<file path="src/rtl/facq_pkg.sv">
package facq_pkg;

    typedef enum logic [2:0] {
        ST_IDLE,
        ST_RESET_CODE,
        ST_COARSE,
        ST_FINE,
        ST_LOCKED
    } facq_state_e;

    typedef enum logic [2:0] {
        V_NONE,
        V_LOCK,
        V_BACKOFF,
        V_ADVANCE,
        V_NEARTOP,
        V_WRAP
    } facq_verdict_e;

endpackage

</file>
<file path="src/rtl/facq_win_timer.sv">
module facq_win_timer #(
    parameter int WIN_CYC = 8
) (
    input  logic clk,
    input  logic rst_n,
    input  logic run,
    output logic tick
);
    localparam int CNT_W = (WIN_CYC > 1) ? $clog2(WIN_CYC) : 1;
    localparam logic [CNT_W-1:0] LAST = CNT_W'(WIN_CYC - 1);

    logic [CNT_W-1:0] cnt_q;

    always_ff @(posedge clk or negedge rst_n) begin
        if (!rst_n) begin
            cnt_q <= '0;
        end else if (!run) begin
            cnt_q <= '0;
        end else if (cnt_q == LAST) begin
            cnt_q <= '0;
        end else begin
            cnt_q <= cnt_q + 1'b1;
        end
    end

    assign tick = run && (cnt_q == LAST);

endmodule

</file>
<file path="src/rtl/facq_step_unit.sv">
module facq_step_unit
    import facq_pkg::*;
#(
    parameter int CODE_W         = 10,
    parameter int INIT_STEP_LOG2 = CODE_W - 2
) (
    input  logic [CODE_W-1:0] code,
    input  logic [CODE_W-1:0] step,
    input  logic              osc_slow,
    input  logic              osc_fast,
    input  logic              in_window,
    output facq_verdict_e     verdict,
    output logic [CODE_W-1:0] nxt_code,
    output logic [CODE_W-1:0] nxt_step
);
    localparam logic [CODE_W-1:0] MAX_CODE  = '1;
    localparam logic [CODE_W-1:0] ONE       = {{(CODE_W-1){1'b0}}, 1'b1};
    localparam logic [CODE_W-1:0] INIT_STEP = ONE << INIT_STEP_LOG2;

    logic [CODE_W:0]   sum;
    logic              over_top;
    logic [CODE_W-1:0] half_step;

    assign sum       = {1'b0, code} + {1'b0, step};
    assign over_top  = sum[CODE_W];
    assign half_step = (step > ONE) ? (step >> 1) : ONE;

    always_comb begin
        verdict  = V_NONE;
        nxt_code = code;
        nxt_step = step;
        if (in_window) begin
            verdict = V_LOCK;
        end else if (osc_fast) begin
            verdict  = V_BACKOFF;
            nxt_code = (code >= step) ? (code - step) : '0;
            nxt_step = half_step;
        end else if (osc_slow) begin
            if (!over_top) begin
                verdict  = V_ADVANCE;
                nxt_code = sum[CODE_W-1:0];
            end else if (code == MAX_CODE) begin
                verdict  = V_WRAP;
                nxt_code = '0;
                nxt_step = INIT_STEP;
            end else begin
                verdict  = V_NEARTOP;
                nxt_step = half_step;
            end
        end
    end

endmodule

</file>
<file path="src/rtl/facq_ctrl.sv">
module facq_ctrl
    import facq_pkg::*;
#(
    parameter int CODE_W         = 10,
    parameter int INIT_STEP_LOG2 = CODE_W - 2,
    parameter int WIN_CYC        = 8
) (
    input  logic              clk,
    input  logic              rst_n,
    input  logic              lol_req,
    input  logic              osc_slow,
    input  logic              osc_fast,
    input  logic              in_window,
    output logic [CODE_W-1:0] tune_code,
    output logic              fine_en
);
    localparam logic [CODE_W-1:0] ONE       = {{(CODE_W-1){1'b0}}, 1'b1};
    localparam logic [CODE_W-1:0] INIT_STEP = ONE << INIT_STEP_LOG2;

    facq_state_e       state_q, state_d;
    facq_verdict_e     verdict;
    logic [CODE_W-1:0] code_q, step_q;
    logic [CODE_W-1:0] nxt_code, nxt_step;
    logic              fine_q;
    logic              searching;
    logic              tick;

    assign searching = (state_q == ST_COARSE) || (state_q == ST_FINE);

    facq_win_timer #(
        .WIN_CYC (WIN_CYC)
    ) u_timer (
        .clk   (clk),
        .rst_n (rst_n),
        .run   (searching && !lol_req),
        .tick  (tick)
    );

    facq_step_unit #(
        .CODE_W         (CODE_W),
        .INIT_STEP_LOG2 (INIT_STEP_LOG2)
    ) u_step (
        .code      (code_q),
        .step      (step_q),
        .osc_slow  (osc_slow),
        .osc_fast  (osc_fast),
        .in_window (in_window),
        .verdict   (verdict),
        .nxt_code  (nxt_code),
        .nxt_step  (nxt_step)
    );

    // next-state selection
    always_comb begin
        state_d = state_q;
        if (lol_req) begin
            state_d = ST_RESET_CODE;                 // START
        end else begin
            unique case (state_q)
                ST_IDLE:       state_d = ST_IDLE;
                ST_RESET_CODE: state_d = ST_COARSE;  // BEGIN
                ST_COARSE, ST_FINE: begin
                    if (tick) begin
                        unique case (verdict)
                            V_LOCK:    state_d = ST_LOCKED;  // LOCK
                            V_BACKOFF: state_d = ST_FINE;    // OVERSHOOT
                            V_NEARTOP: state_d = ST_FINE;    // NEAR_TOP
                            V_WRAP:    state_d = ST_COARSE;  // WRAP
                            default:   state_d = state_q;
                        endcase
                    end
                end
                ST_LOCKED:     state_d = ST_LOCKED;
                default:       state_d = ST_IDLE;
            endcase
        end
    end

    // state register
    always_ff @(posedge clk or negedge rst_n) begin
        if (!rst_n) begin
            state_q <= ST_IDLE;
        end else begin
            state_q <= state_d;
        end
    end

    // output / datapath registers
    always_ff @(posedge clk or negedge rst_n) begin
        if (!rst_n) begin
            code_q <= '0;
            step_q <= INIT_STEP;
            fine_q <= 1'b0;
        end else if (lol_req) begin
            code_q <= '0;
            step_q <= INIT_STEP;
            fine_q <= 1'b0;
        end else if (searching && tick) begin
            code_q <= nxt_code;
            step_q <= nxt_step;
            fine_q <= (verdict == V_LOCK);
        end
    end

    assign tune_code = code_q;
    assign fine_en   = fine_q;

endmodule

</file>
<file path="config.mk">
export PLATFORM = sky130hd
export DESIGN_NAME = facq_ctrl
export DESIGN_NICKNAME = d
export VERILOG_FILES = /design/src/rtl/facq_pkg.sv /design/src/rtl/facq_win_timer.sv /design/src/rtl/facq_step_unit.sv /design/src/rtl/facq_ctrl.sv
export SDC_FILE = /design/constraint.sdc
export NUM_CORES = 1
export LEC_CHECK = 0
export BUFFER_PORTS_ARGS = -buffer_cell sky130_fd_sc_hd__buf_2
export CAP_MARGIN = 20
export CORE_MARGIN = 8
export CORE_UTILIZATION = 50
export DETAILED_ROUTE_END_ITERATION = 12
export GPL_TIMING_DRIVEN = 0
export PLACE_DENSITY = 0.68
export SYNTH_ARGS = -nofsm -noshare
export SYNTH_HDL_FRONTEND = slang
export SYNTH_SLANG_ARGS = --single-unit
</file>
<file path="constraint.sdc">
create_clock -name clk -period 3 [get_ports clk]
set_input_delay 0.15 -clock clk [delete_from_list [all_inputs] [get_ports clk]]
set_output_delay 0.15 -clock clk [all_outputs]
set_load 0.03 [all_outputs]
</file>
## Word level (Yosys, flattened, before mapping)

Index checks and enable logic that the tools add are counted.

| word-level totals | value |
|---|---|
| logic and storage cells | 66 |
| output and inout bits | 11 |
| register bits | 27 |
| bits of input ports | 6 |

| operators by class | value |
|---|---|
| mux-type cells | 29 |
| eq/ne operators | 14 |
| add/subtract/negate cells | 3 |
| magnitude comparators | 2 |
| reduce and logical (&&, ||, !) cells | 13 |

Operator list:

| kind | number |
|---|---|
| $mux 10 | 15 |
| $mux 3 | 8 |
| $pmux 3 s3 | 2 |
| $eq 3x3->1 const B | 4 |
| $add 10x10->11 | 1 |
| $eq 10x10->1 const B | 1 |
| $ge 10x10->1 | 1 |
| $gt 10x1->1 const B | 1 |
| $sub 10x10->10 | 1 |
| $eq 3x2->1 const B | 3 |
| $mux 9 | 1 |
| $reduce_and 4->1 | 2 |
| $eq 3x1->1 const B | 2 |
| $reduce_bool 3->1 | 2 |
| $ne 5x5->1 const B | 1 |
| $ne 4x4->1 const B | 1 |
| $reduce_or 2->1 | 2 |
| $add 3x1->3 const B | 1 |
| $logic_and 1x1->1 | 3 |
| $mux 1 | 3 |
| $ne 3x3->1 const B | 1 |
| $ne 2x2->1 const B | 1 |
| $reduce_and 2->1 | 1 |
| $reduce_bool 2->1 | 1 |
| 2 further kinds | 2 |

## Longest topological paths before layout

Gate-level depths: netlist of the first run.

| logic depth | value |
|---|---|
| depth after elaboration | 12 |
| gate-level depth with buffers | 10 |
| gate-level depth less buffers | 10 |

## By module

From an unflattened synthesis of the first run, not the netlist that was laid out.

| unflattened totals | value |
|---|---|
| cell total of the unflattened synthesis | 294 |
| area total of the unflattened synthesis | 2671.3 um^2 |

By module, submodules not included:

| module | area an instance (um^2) | cells an instance | instances | seq. area each (um^2) |
|---|---|---|---|---|
| facq_step_unit | 1561.5 | 216 | 1 | 0.0 |
| facq_ctrl | 974.7 | 69 | 1 | 601.8 |
| facq_win_timer | 135.1 | 9 | 1 | 75.1 |

## Worst setup path after synthesis of the first run

Ideal clock, no wire load.

| timing | value |
|---|---|
| path kind | register to register |
| start | reg code_q[0], in the netlist tune_code[0] |
| end | reg code_q[9], in the netlist tune_code[9] |
| buffers on the path | 0 |
| slack | 0.507 ns |
| data arrival time | 2.427 ns |
| cell stages (with the launch flop) | 9 |
| library setup time | 0.066 ns |
| cells stage by stage | dfrtp_1 ha_1 fa_1 nor2b_1 o2111ai_2 a31oi_1 a311o_2 nor4bb_1 a211o_1 |

| between the ends | value |
|---|---|
| word-level cells in the longest chain between the ends | 7 |
| elaborated cells between the ends (all ways) | 13 |
| those cells by class | add/sub (2); order compare (1); eq/ne (2); mux (7); reduce/logical (1) |

RTL lines:

| item | line | RTL |
|---|---|---|
| from (decl) | facq_ctrl.sv:22 | `logic [CODE_W-1:0] code_q, step_q;` |
| from (signal assigned) | facq_ctrl.sv:99 | `code_q <= nxt_code;` |
| $add 10x10->11 | facq_step_unit.sv:24 | `assign sum = {1'b0, code} + {1'b0, step};` |
| $mux 10 | facq_step_unit.sv:39 | `if (!over_top) begin` |
| $mux 10 | facq_step_unit.sv:38 | `end else if (osc_slow) begin` |
| $mux 10 | facq_step_unit.sv:34 | `end else if (osc_fast) begin` |
| $mux 10 | facq_step_unit.sv:32 | `if (in_window) begin` |
| $mux 10 | facq_ctrl.sv:98 | `end else if (searching && tick) begin` |
| $mux 10 | facq_ctrl.sv:94 | `end else if (lol_req) begin` |

Parallel ways exist; a longest one is shown, timed or not. The select of a mux whose other input is x is not followed.
A chain may end at the register's enable or synchronous reset.

## Worst setup path after layout of the first run

Ends and elaborated chain as after synthesis.

==> results.json, run 1 <==
{
  "grt_pass1_vias": 1757,
  "h-tree-depth": 1,
  "grt_max_degree": 27,
  "nets": 283,
  "wl_um": 5303,
  "path_max_fanout": 6,
  "initial_utilization": 0.5085,
  "yosysSeqAreaShare": 0.3006,
  "ant_nets": 0,
  "ys_warn_count": 0,
  "ys_types": 65,
  "grt_usage": 0.1718,
  "min-delay-start": "in_window",
  "drtIter0Drc": 144,
  "worstHoldPathCells": 3,
  "gr-total-overflow": 0,
  "antennaDiodeCount": 0,
  "yosysTopAreaCell": "dfrtp_1",
  "regToRegSetupSlack_ns": 0.35,
  "vias_per_cell": 5.882,
  "muxShareOfSynthArea": 0.004616,
  "irDropWorstVdd_v": 0.0002503,
  "cp.required_ns": 3.22,
  "antenna_found_initial": 0,
  "numCtsBuffers": 3,
  "cts_sinks": 26,
  "fin_crit_sh": 0.8819,
  "synth_top_area_share": 0.2885,
  "hpwl_um": 4192,
  "holdCritPathClass": "input pin to flip-flop",
  "fillers": 388,
  "root_buffer": "clkbuf_8",
  "fin_crit_ns": 2.646,
  "setup_viol": 0,
  "timing.fmax_ghz": 0.3780,
  "die_w_um": 81.86,
  "die_area_um2": 6700,
  "arrival_ns": 2.87,
  "finalMaxSlewViolations": 0,
  "row_count": 24,
  "rsz0062_at_grt": "no",
  "cts_resized": 0,
  "port_buffers": 16,
  "drt_pass1_iterations": 4,
  "grt_pass1_wl_um": 8956,
  "async_flop_share": 1.000,
  "p_per_area_nw_per_um2": 292.4,
  "yosys.area_share.simple": 0.2025,
  "fin_worst_skew_ns": 0.005071,
  "tightestPinTransition_ns": 0.6048,
  "clockBufferDepth": 2,
  "regToRegStartpoint": "tune_code[0]",
  "io_pins": 17,
  "r2r_end": "tune_code[9]",
  "gp_routability_congestion": 0.9066,
  "post_cts_buffers": 0,
  "cts_tree": "yes",
  "clock_latency_ns": 0.28,
  "synth_edf_count": 0,
  "synth_area_um2": 2168,
  "yosysMostFrequentCell": "dfrtp_1",
  "finalSetupTns_ns": 0,
  "crit_path_end_kind": "flip-flop",
  "syn_avg_cell_area_um2": 9.306,
  "relSlewSlack": 0.5968,
  "start_kind": "flip-flop",
  "die_h_um": 81.86,
  "ctsHoldBuffers": 1,
  "synthCells": 233,
  "ys.flop_type": "dfrtp_1",
  "status": "finished clean",
  "synthXorXnorAreaFrac": 0.04039,
  "hold_ws_ns": 0.2051,
  "ys_ff_latch": 26,
  "synth_fp_nets": 261,
  "wl_per_cell_um": 17.33,
  "cap_viol_max_count": 0,
  "synthAdderAreaFrac": 0.1339,
  "clk_pin_slew_ns": 0.09,
  "ys_top_cells_by_area": "dfrtp_1, ha_1, a22o_1, inv_1, nand2_1",
  "vias": 1800,
  "drc": 0,
  "synth-compound-area-share": 0.2631,
  "ys_top_cells_by_count": "dfrtp_1, ha_1, inv_1",
  "p_leak_uw": 0.001109,
  "reg2reg_depth": 8,
  "core_um2": 4264,
  "drive_above_1_share": 0.1654,
  "min_to": "fine_en",
  "area_growth_pct": 9.232,
  "hold_violations": 0,
  "synth_top_family_by_area": "compound AO/OA/AOI/OAI gates",
  "path_class": "flip-flop to flip-flop"
}
## layout by cell type, fill, tap and decap left out, types with 3 or more instances in the layout
cell and instances:
nor3b_1 4, ha_1 20, dfrtp_1 25, and3_1 3, nor2_1 12, clkbuf_8 3, inv_1 17, o31ai_1 6
buf_2 21, o21ai_1 3, xnor2_1 6, a22o_1 9, nor2b_1 7, a21oi_1 11, nand3_1 4, xor2_1 4
nand4_1 7, nand2_1 16, clkbuf_1 3, o21ai_0 7, a31oi_1 5, nand2b_1 8
## logic make-up after synthesis
group	Yosys count
muxes	1
and+or+nand+nor	75
DFF	26
AOI/OAI and AO/OA	72
adders and majority gates	22
xor gates and xnor gates	10
buffers and inverters	27
## layout make-up
| cell class | instances | area [um2] | share of cell area |
|---|---|---|---|
| plain buffers | 10 | 55.05 | 0.02324 |
| multi-input cells | 180 | 1398 | 0.5901 |
| inverters | 17 | 63.81 | 0.02694 |
| repair buffers | 17 | 90.09 | 0.03803 |
| flip-flops and latches | 26 | 651.9 | 0.2752 |
| well taps | 52 | 65.06 | 0.02747 |
| clock buffers | 4 | 45.04 | 0.01902 |
## how the worst max path moves through the flow
stage | depth (start not counted) | to | start | slack [ns]
6_report | 8 | tune_code[9] | tune_code[0] | 0.35
5_1_grt | 8 | tune_code[9] | tune_code[0] | 0.23
4_1_cts | 9 | tune_code[9] | step_q[8] | 0.36
3_5_place_dp | 9 | tune_code[9] | step_q[8] | 0.37
3_3_place_gp | 9 | tune_code[9] | step_q[8] | 0.40
2_1_floorplan | 8 | tune_code[9] | tune_code[0] | 0.51
## registers in the layout, summed over array words and instances, names as in the netlist
| signal | cells |
|---|---|
| fine_en | 1 |
| u_timer.cnt_q | 3 |
| state_q | 3 |
| tune_code | 10 |
| step_q | 9 |
## power breakdown
part           total, uW  switching [uW]  leakage, uW  internal [uW]
combinational        115            74.2     0.000733           40.6
sequential           370            12.5     0.000353            357
clock                208             112    0.0000228           95.4
## through the flow
step	power (uW)	instance area, um2	cells	setup slack, ns	util
finish	692.6	2369	306	0.3542	0.5555
global route	724.4	2369	306	0.2307	0.5555
CTS	699.2	2369	306	0.3600	0.5555
detailed placement	490.7	2313	301	0.3654	0.5425
global placement	490.7	2313	301	0.4023	0.5425
floorplan	451.5	2168	233	0.5071	-
## worst max-delay path: stages (launching register included)
cell	delay, ns
dfrtp_1	0.44
ha_1	0.24
fa_1	0.41
nor2b_1	0.20
o2111ai_2	0.27
nand3_1	0.24
a31o_2	0.34
a2111oi_2	0.30
a211o_1	0.14
## layer usage
metal | vias up | routed length (um) | share of wire | global-route usage
met1 | 843 | 2703 | 0.51 | 0.2466
met5 | - | 0 | 0 | 0
met2 | 41 | 2303 | 0.43 | 0.2518
li1 | 907 | - | - | -
met4 | 0 | 91 | 0.017 | 0.06667
met3 | 9 | 205 | 0.039 | 0.02516
Power figures use the tool's default switching activity.
==> run 2, diff against run 1 <==
--- a/config.mk
+++ b/config.mk
@@ -7,6 +7,7 @@
 export LEC_CHECK = 0
 export BUFFER_PORTS_ARGS = -buffer_cell sky130_fd_sc_hd__buf_2
 export CAP_MARGIN = 20
+export CORE_ASPECT_RATIO = 1.4
 export CORE_MARGIN = 8
 export CORE_UTILIZATION = 50
 export DETAILED_ROUTE_END_ITERATION = 12
==> run 2 against run 1 <==
Die area grew 0.44%. Combinational power about the same. Utilization up 1.2 points. Clock-buffer cell count shrank 1. Register-to-register slack is essentially flat. Fmax shrank 0.30%. Critical path depth is 1 higher. Clock skew is 0.010 ns higher. Via count rose by 3.0%. Power grew 14%. Non-clock buffer count stayed put. Critical path type unchanged. Critical endpoint is now step_q[0]. Sequential share of layout area fell by 0.20 points.
==> results.json, run 2 (synthesis results as in run 1) <==
{
  "status": "finished clean",
  "port_buffers": 16,
  "numCtsBuffers": 3,
  "gp_routability_congestion": 0.9211,
  "timing.fmax_ghz": 0.3768,
  "fillers": 375,
  "clockBufferDepth": 2,
  "row_count": 28,
  "path_class": "flip-flop to flip-flop",
  "initial_utilization": 0.5158,
  "cap_viol_max_count": 0,
  "design_area_um2": 2386,
  "placedInstanceArea_um2": 2305,
  "crit_chain": "inv_1, ha_1, buf_4, nor4b_4, o2111ai_2, nand3_1, a31oi_2, nor3_4, a22o_1",
  "nets": 283,
  "cts_sinks": 26,
  "utilization": 0.5676,
  "slowest_stage": "dfstp_2",
  "r2r_end": "step_q[0]",
  "min-delay-start": "in_window",
  "p_leak_uw": 0.001122,
  "antennaDiodeCount": 0,
  "hold_violations": 0,
  "ant_nets": 0,
  "p_per_area_nw_per_um2": 330.9,
  "die_w_um": 71.66,
  "cp.required_ns": 3.21,
  "final_cell_mix": "dfrtp_1, buf_2, ha_1",
  "die_h_um": 93.92,
  "root_buffer": "clkbuf_8",
  "drt_pass1_iterations": 4,
  "finalSetupTns_ns": 0,
  "relSlewSlack": 0.5997,
  "fin_crit_ns": 2.654,
  "grt_pass1_vias": 1931,
  "crit_path_end_kind": "flip-flop",
  "grt_usage": 0.1725,
  "setup_viol": 0,
  "antenna_found_initial": 0,
  "grt_pass1_wl_um": 9156,
  "clock_latency_ns": 0.29,
  "die_area_um2": 6730,
  "mostFrequentLayoutCell": "dfrtp_1",
  "gr-total-overflow": 0,
  "wl_per_cell_um": 18.50,
  "irDropWorstVdd_v": 0.0002296,
  "largest_reg_flops": 10,
  "fin_crit_sh": 0.8846,
  "crit_path_max_incr_delay_ns": 0.57,
  "area_growth_pct": 10.04,
  "drtIter0Drc": 111,
  "grt_max_degree": 27,
  "arrival_ns": 2.87,
  "reg2reg_depth": 9,
  "holdCritPathClass": "input pin to flip-flop",
  "drive_above_1_share": 0.1693,
  "path_max_fanout": 9,
  "cts_tree": "yes",
  "core_um2": 4204,
  "hpwl_um": 4208,
  "rsz0062_at_grt": "no",
  "finalMaxSlewViolations": 0,
  "total_power_uw": 789.5,
  "drc": 0,
  "min_to": "fine_en",
  "wl_um": 5532,
  "clk_pin_slew_ns": 0.11,
  "worstHoldPathCells": 3,
  "regToRegSetupSlack_ns": 0.35,
  "vias_per_cell": 6.201,
  "fin_worst_skew_ns": 0.01555,
  "io_pins": 17,
  "tightestPinTransition_ns": 0.6005,
  "h-tree-depth": 1,
  "regToRegStartpoint": "step_q[8]",
  "start_kind": "flip-flop",
  "vias": 1854
}
run 2: final cells by class:
cell class                 instances  area, um2  share of cell area
multi-input combinational        180       1398              0.5857
sequential                        26      651.9              0.2732
timing repair buffer              17      90.09             0.03776
inverter                          17      63.81             0.02674
tap                               45      56.30             0.02360
buffer                            10      55.05             0.02307
clock buffer                       3      41.29             0.01730
clock inverter                     1      30.03             0.01259
run 2: critical path: cells and delay by family, from the launching register on:
kind / cells / cell delay [ns]
fa+ha+maj: 1 / 0.27
buf+inv: 2 / 0.26
compound gates: 3 / 0.56
simple gates: 3 / 0.90
flops: 1 / 0.57
run 2: worst max path at each step:
stage | slack (ns) | endpoint | start
6_report | 0.35 | step_q[0] | step_q[8]
5_1_grt | 0.20 | step_q[1] | step_q[8]
4_1_cts | 0.34 | tune_code[9] | step_q[8]
3_5_place_dp | 0.37 | tune_code[9] | step_q[8]
3_3_place_gp | 0.38 | tune_code[9] | step_q[8]
2_1_floorplan | 0.51 | tune_code[9] | tune_code[0]
run 2: routing by layer:
metal / global-route usage / part of all wire / vias up
li1: - / - / 910
met1: 0.2000 / 0.44 / 883
met2: 0.2851 / 0.47 / 44
met3: 0.03205 / 0.038 / 17
met4: 0.1077 / 0.046 / 0
met5: 0 / 0 / -
run 2: through the flow:
stage / worst slack [ns] / cells / hold WS (ns)
detailed placement: 0.3670 / 294 / 0.1881
finish: 0.3462 / 299 / 0.2078
floorplan: 0.5071 / 233 / -0.1456
global route: 0.2040 / 299 / 0.2282
global placement: 0.3815 / 294 / 0.1820
CTS: 0.3408 / 299 / 0.1987
run 2: power by group:
part | leakage (uW) | switching, uW | internal, uW
registers | 0.000353 | 12.7 | 357
clock network | 0.0000357 | 126 | 179
logic | 0.000733 | 74.0 | 40.7
run 2: timing repair:
item	4_1_cts	5_1_grt
hold buffers	1	0
hold endpoints to repair	25	0
setup buffers	0	0
resized for setup	0	0
endpoints found under the setup margin	0	0
==> run 3, diff against run 2 <==
--- a/config.mk
+++ b/config.mk
@@ -12,7 +12,8 @@
 export CORE_UTILIZATION = 50
 export DETAILED_ROUTE_END_ITERATION = 12
 export GPL_TIMING_DRIVEN = 0
-export PLACE_DENSITY = 0.68
+export PLACE_DENSITY = 0.67
+export SETUP_SLACK_MARGIN = 0.4
 export SYNTH_ARGS = -nofsm -noshare
 export SYNTH_HDL_FRONTEND = slang
 export SYNTH_SLANG_ARGS = --single-unit
==> constraint.sdc (replaced) <==
create_clock -name clk -period 3 [get_ports clk]
set_input_delay 0.15 -clock clk [delete_from_list [all_inputs] [get_ports clk]]
set_output_delay 0.15 -clock clk [all_outputs]
set_load 0.01 [all_outputs]
==> run 3 against run 2 <==
Largest power group unchanged. First-iteration DRC count rose by 5.4%. Worst hold slack got worse by 0.0048 ns. Sequential cell count did not move. Clock power fell by 3%. Highest routed layer unchanged. Non-clock buffer count rose by 4. Fmax rose by 6.0%. Clock skew fell by 0.0076 ns. Wire length rose by 2.4%. Clock-buffer cell count did not move. Largest cell class unchanged. Register-to-register slack improved by 0.15 ns. Global-route usage barely moved. Sequential share of layout area fell by 1.1 points.
==> results.json, run 3 (synthesis results as in run 1) <==
{
  "status": "finished clean",
  "finalSetupTns_ns": 0,
  "largest_reg_flops": 10,
  "nets": 287,
  "clk_pin_slew_ns": 0.10,
  "path_max_fanout": 5,
  "p_leak_uw": 0.001149,
  "mostFrequentLayoutCell": "dfrtp_1",
  "utilization": 0.5955,
  "wl_per_cell_um": 18.69,
  "wl_um": 5663,
  "row_count": 28,
  "die_w_um": 71.66,
  "path_class": "flip-flop to flip-flop",
  "relSlewSlack": 0.5986,
  "die_area_um2": 6730,
  "min-delay-start": "in_window",
  "finalMaxSlewViolations": 0,
  "ant_nets": 0,
  "fillers": 379,
  "drtIter0Drc": 117,
  "grt_max_degree": 27,
  "io_pins": 17,
  "vias": 1904,
  "regToRegSetupSlack_ns": 0.50,
  "drc": 0,
  "crit_path_end_kind": "flip-flop",
  "numCtsBuffers": 3,
  "holdCritPathClass": "input pin to flip-flop",
  "cp-startpoint": "tune_code[0]",
  "cp.required_ns": 3.23,
  "initial_utilization": 0.5158,
  "irDropWorstVdd_v": 0.0001982,
  "final_cell_mix": "dfrtp_1, buf_2, ha_1",
  "gp_routability_congestion": 0.8841,
  "fin_ws_ns": 0.4969,
  "regToRegStartpoint": "tune_code[0]",
  "cts_tree": "yes",
  "worstHoldPathCells": 3,
  "clock_latency_ns": 0.28,
  "antenna_found_initial": 0,
  "arrival_ns": 2.73,
  "cts_sinks": 26,
  "fin_crit_sh": 0.8344,
  "cap_viol_max_count": 0,
  "port_buffers": 16,
  "grt_usage": 0.1724,
  "antennaDiodeCount": 0,
  "grt_pass1_vias": 1839,
  "fin_crit_ns": 2.503,
  "clockBufferDepth": 2,
  "area_growth_pct": 15.46,
  "root_buffer": "clkbuf_8",
  "core_um2": 4204,
  "vias_per_cell": 6.284,
  "r2r_end": "tune_code[9]",
  "reg2reg_depth": 8,
  "rsz0062_at_grt": "yes",
  "hpwl_um": 4244,
  "drt_pass1_iterations": 4,
  "die_h_um": 93.92,
  "p_per_area_nw_per_um2": 314.7,
  "timing.fmax_ghz": 0.3995,
  "place_ws_ns": 0.4166,
  "gr-total-overflow": 0,
  "fin_worst_skew_ns": 0.007982,
  "hold_violations": 0,
  "min_to": "fine_en",
  "start_kind": "flip-flop",
  "tightestPinTransition_ns": 0.6021,
  "h-tree-depth": 1,
  "drive_above_1_share": 0.2209,
  "grt_pass1_wl_um": 9101,
  "setup_viol": 0
}
## run 3: power by group
part	switching (uW)	internal [uW]	total, uW
clock network	118	179	296
registers	13.9	357	371
logic	72.6	47.8	120
## run 3: worst max-delay path by stage
stage	to	slack (ns)	depth (start not counted)
floorplan	tune_code[9]	0.62	8
global placement	tune_code[5]	0.43	8
detailed placement	tune_code[9]	0.42	9
CTS	tune_code[9]	0.40	8
global route	tune_code[1]	0.38	8
finish	tune_code[9]	0.50	8
## run 3: through the flow
step	hold slack, ns	power, uW	area [um2]	std cells
final	0.2029	788.0	2504	303
after global routing	0.2181	821.0	2504	303
after CTS	0.1951	786.4	2391	299
after detailed placement	0.1969	484.7	2305	294
after global placement	0.1831	483.7	2305	294
after floorplan	-0.1456	445.3	2168	233
## run 3: per-layer routing
| metal | share of wire | track usage |
|---|---|---|
| met2 | 0.50 | 0.2988 |
| met4 | 0.026 | 0.06667 |
| met3 | 0.041 | 0.02885 |
| met1 | 0.43 | 0.2055 |
| met5 | 0 | 0 |
## run 3: what timing repair did
action	in CTS	in global routing
setup buffers	0	4
hold buffers	1	0
endpoints found under the hold margin	25	0
gates resized for setup	1	12
endpoints found under the setup margin	3	18
pin swaps	1	9
## run 3: cell type report
cell class / instances / area (um2) / area share
Tap cell: 45 / 56.30 / 0.02249
Clock inverter: 1 / 30.03 / 0.01199
Sequential cell: 26 / 655.6 / 0.2619
Inverter: 17 / 63.81 / 0.02549
Multi-Input combinational cell: 180 / 1456 / 0.5817
Buffer: 10 / 55.05 / 0.02199
Clock buffer: 3 / 41.29 / 0.01649
Timing Repair Buffer: 21 / 145.1 / 0.05797
## run 3: worst max-delay path, stage by stage, from the launching register on
cell	delay [ns]
dfrtp_2	0.45
ha_4	0.18
fa_2	0.36
nor2b_2	0.18
o2111ai_2	0.26
a31oi_1	0.12
a311o_2	0.47
nor4bb_2	0.31
a211o_1	0.13
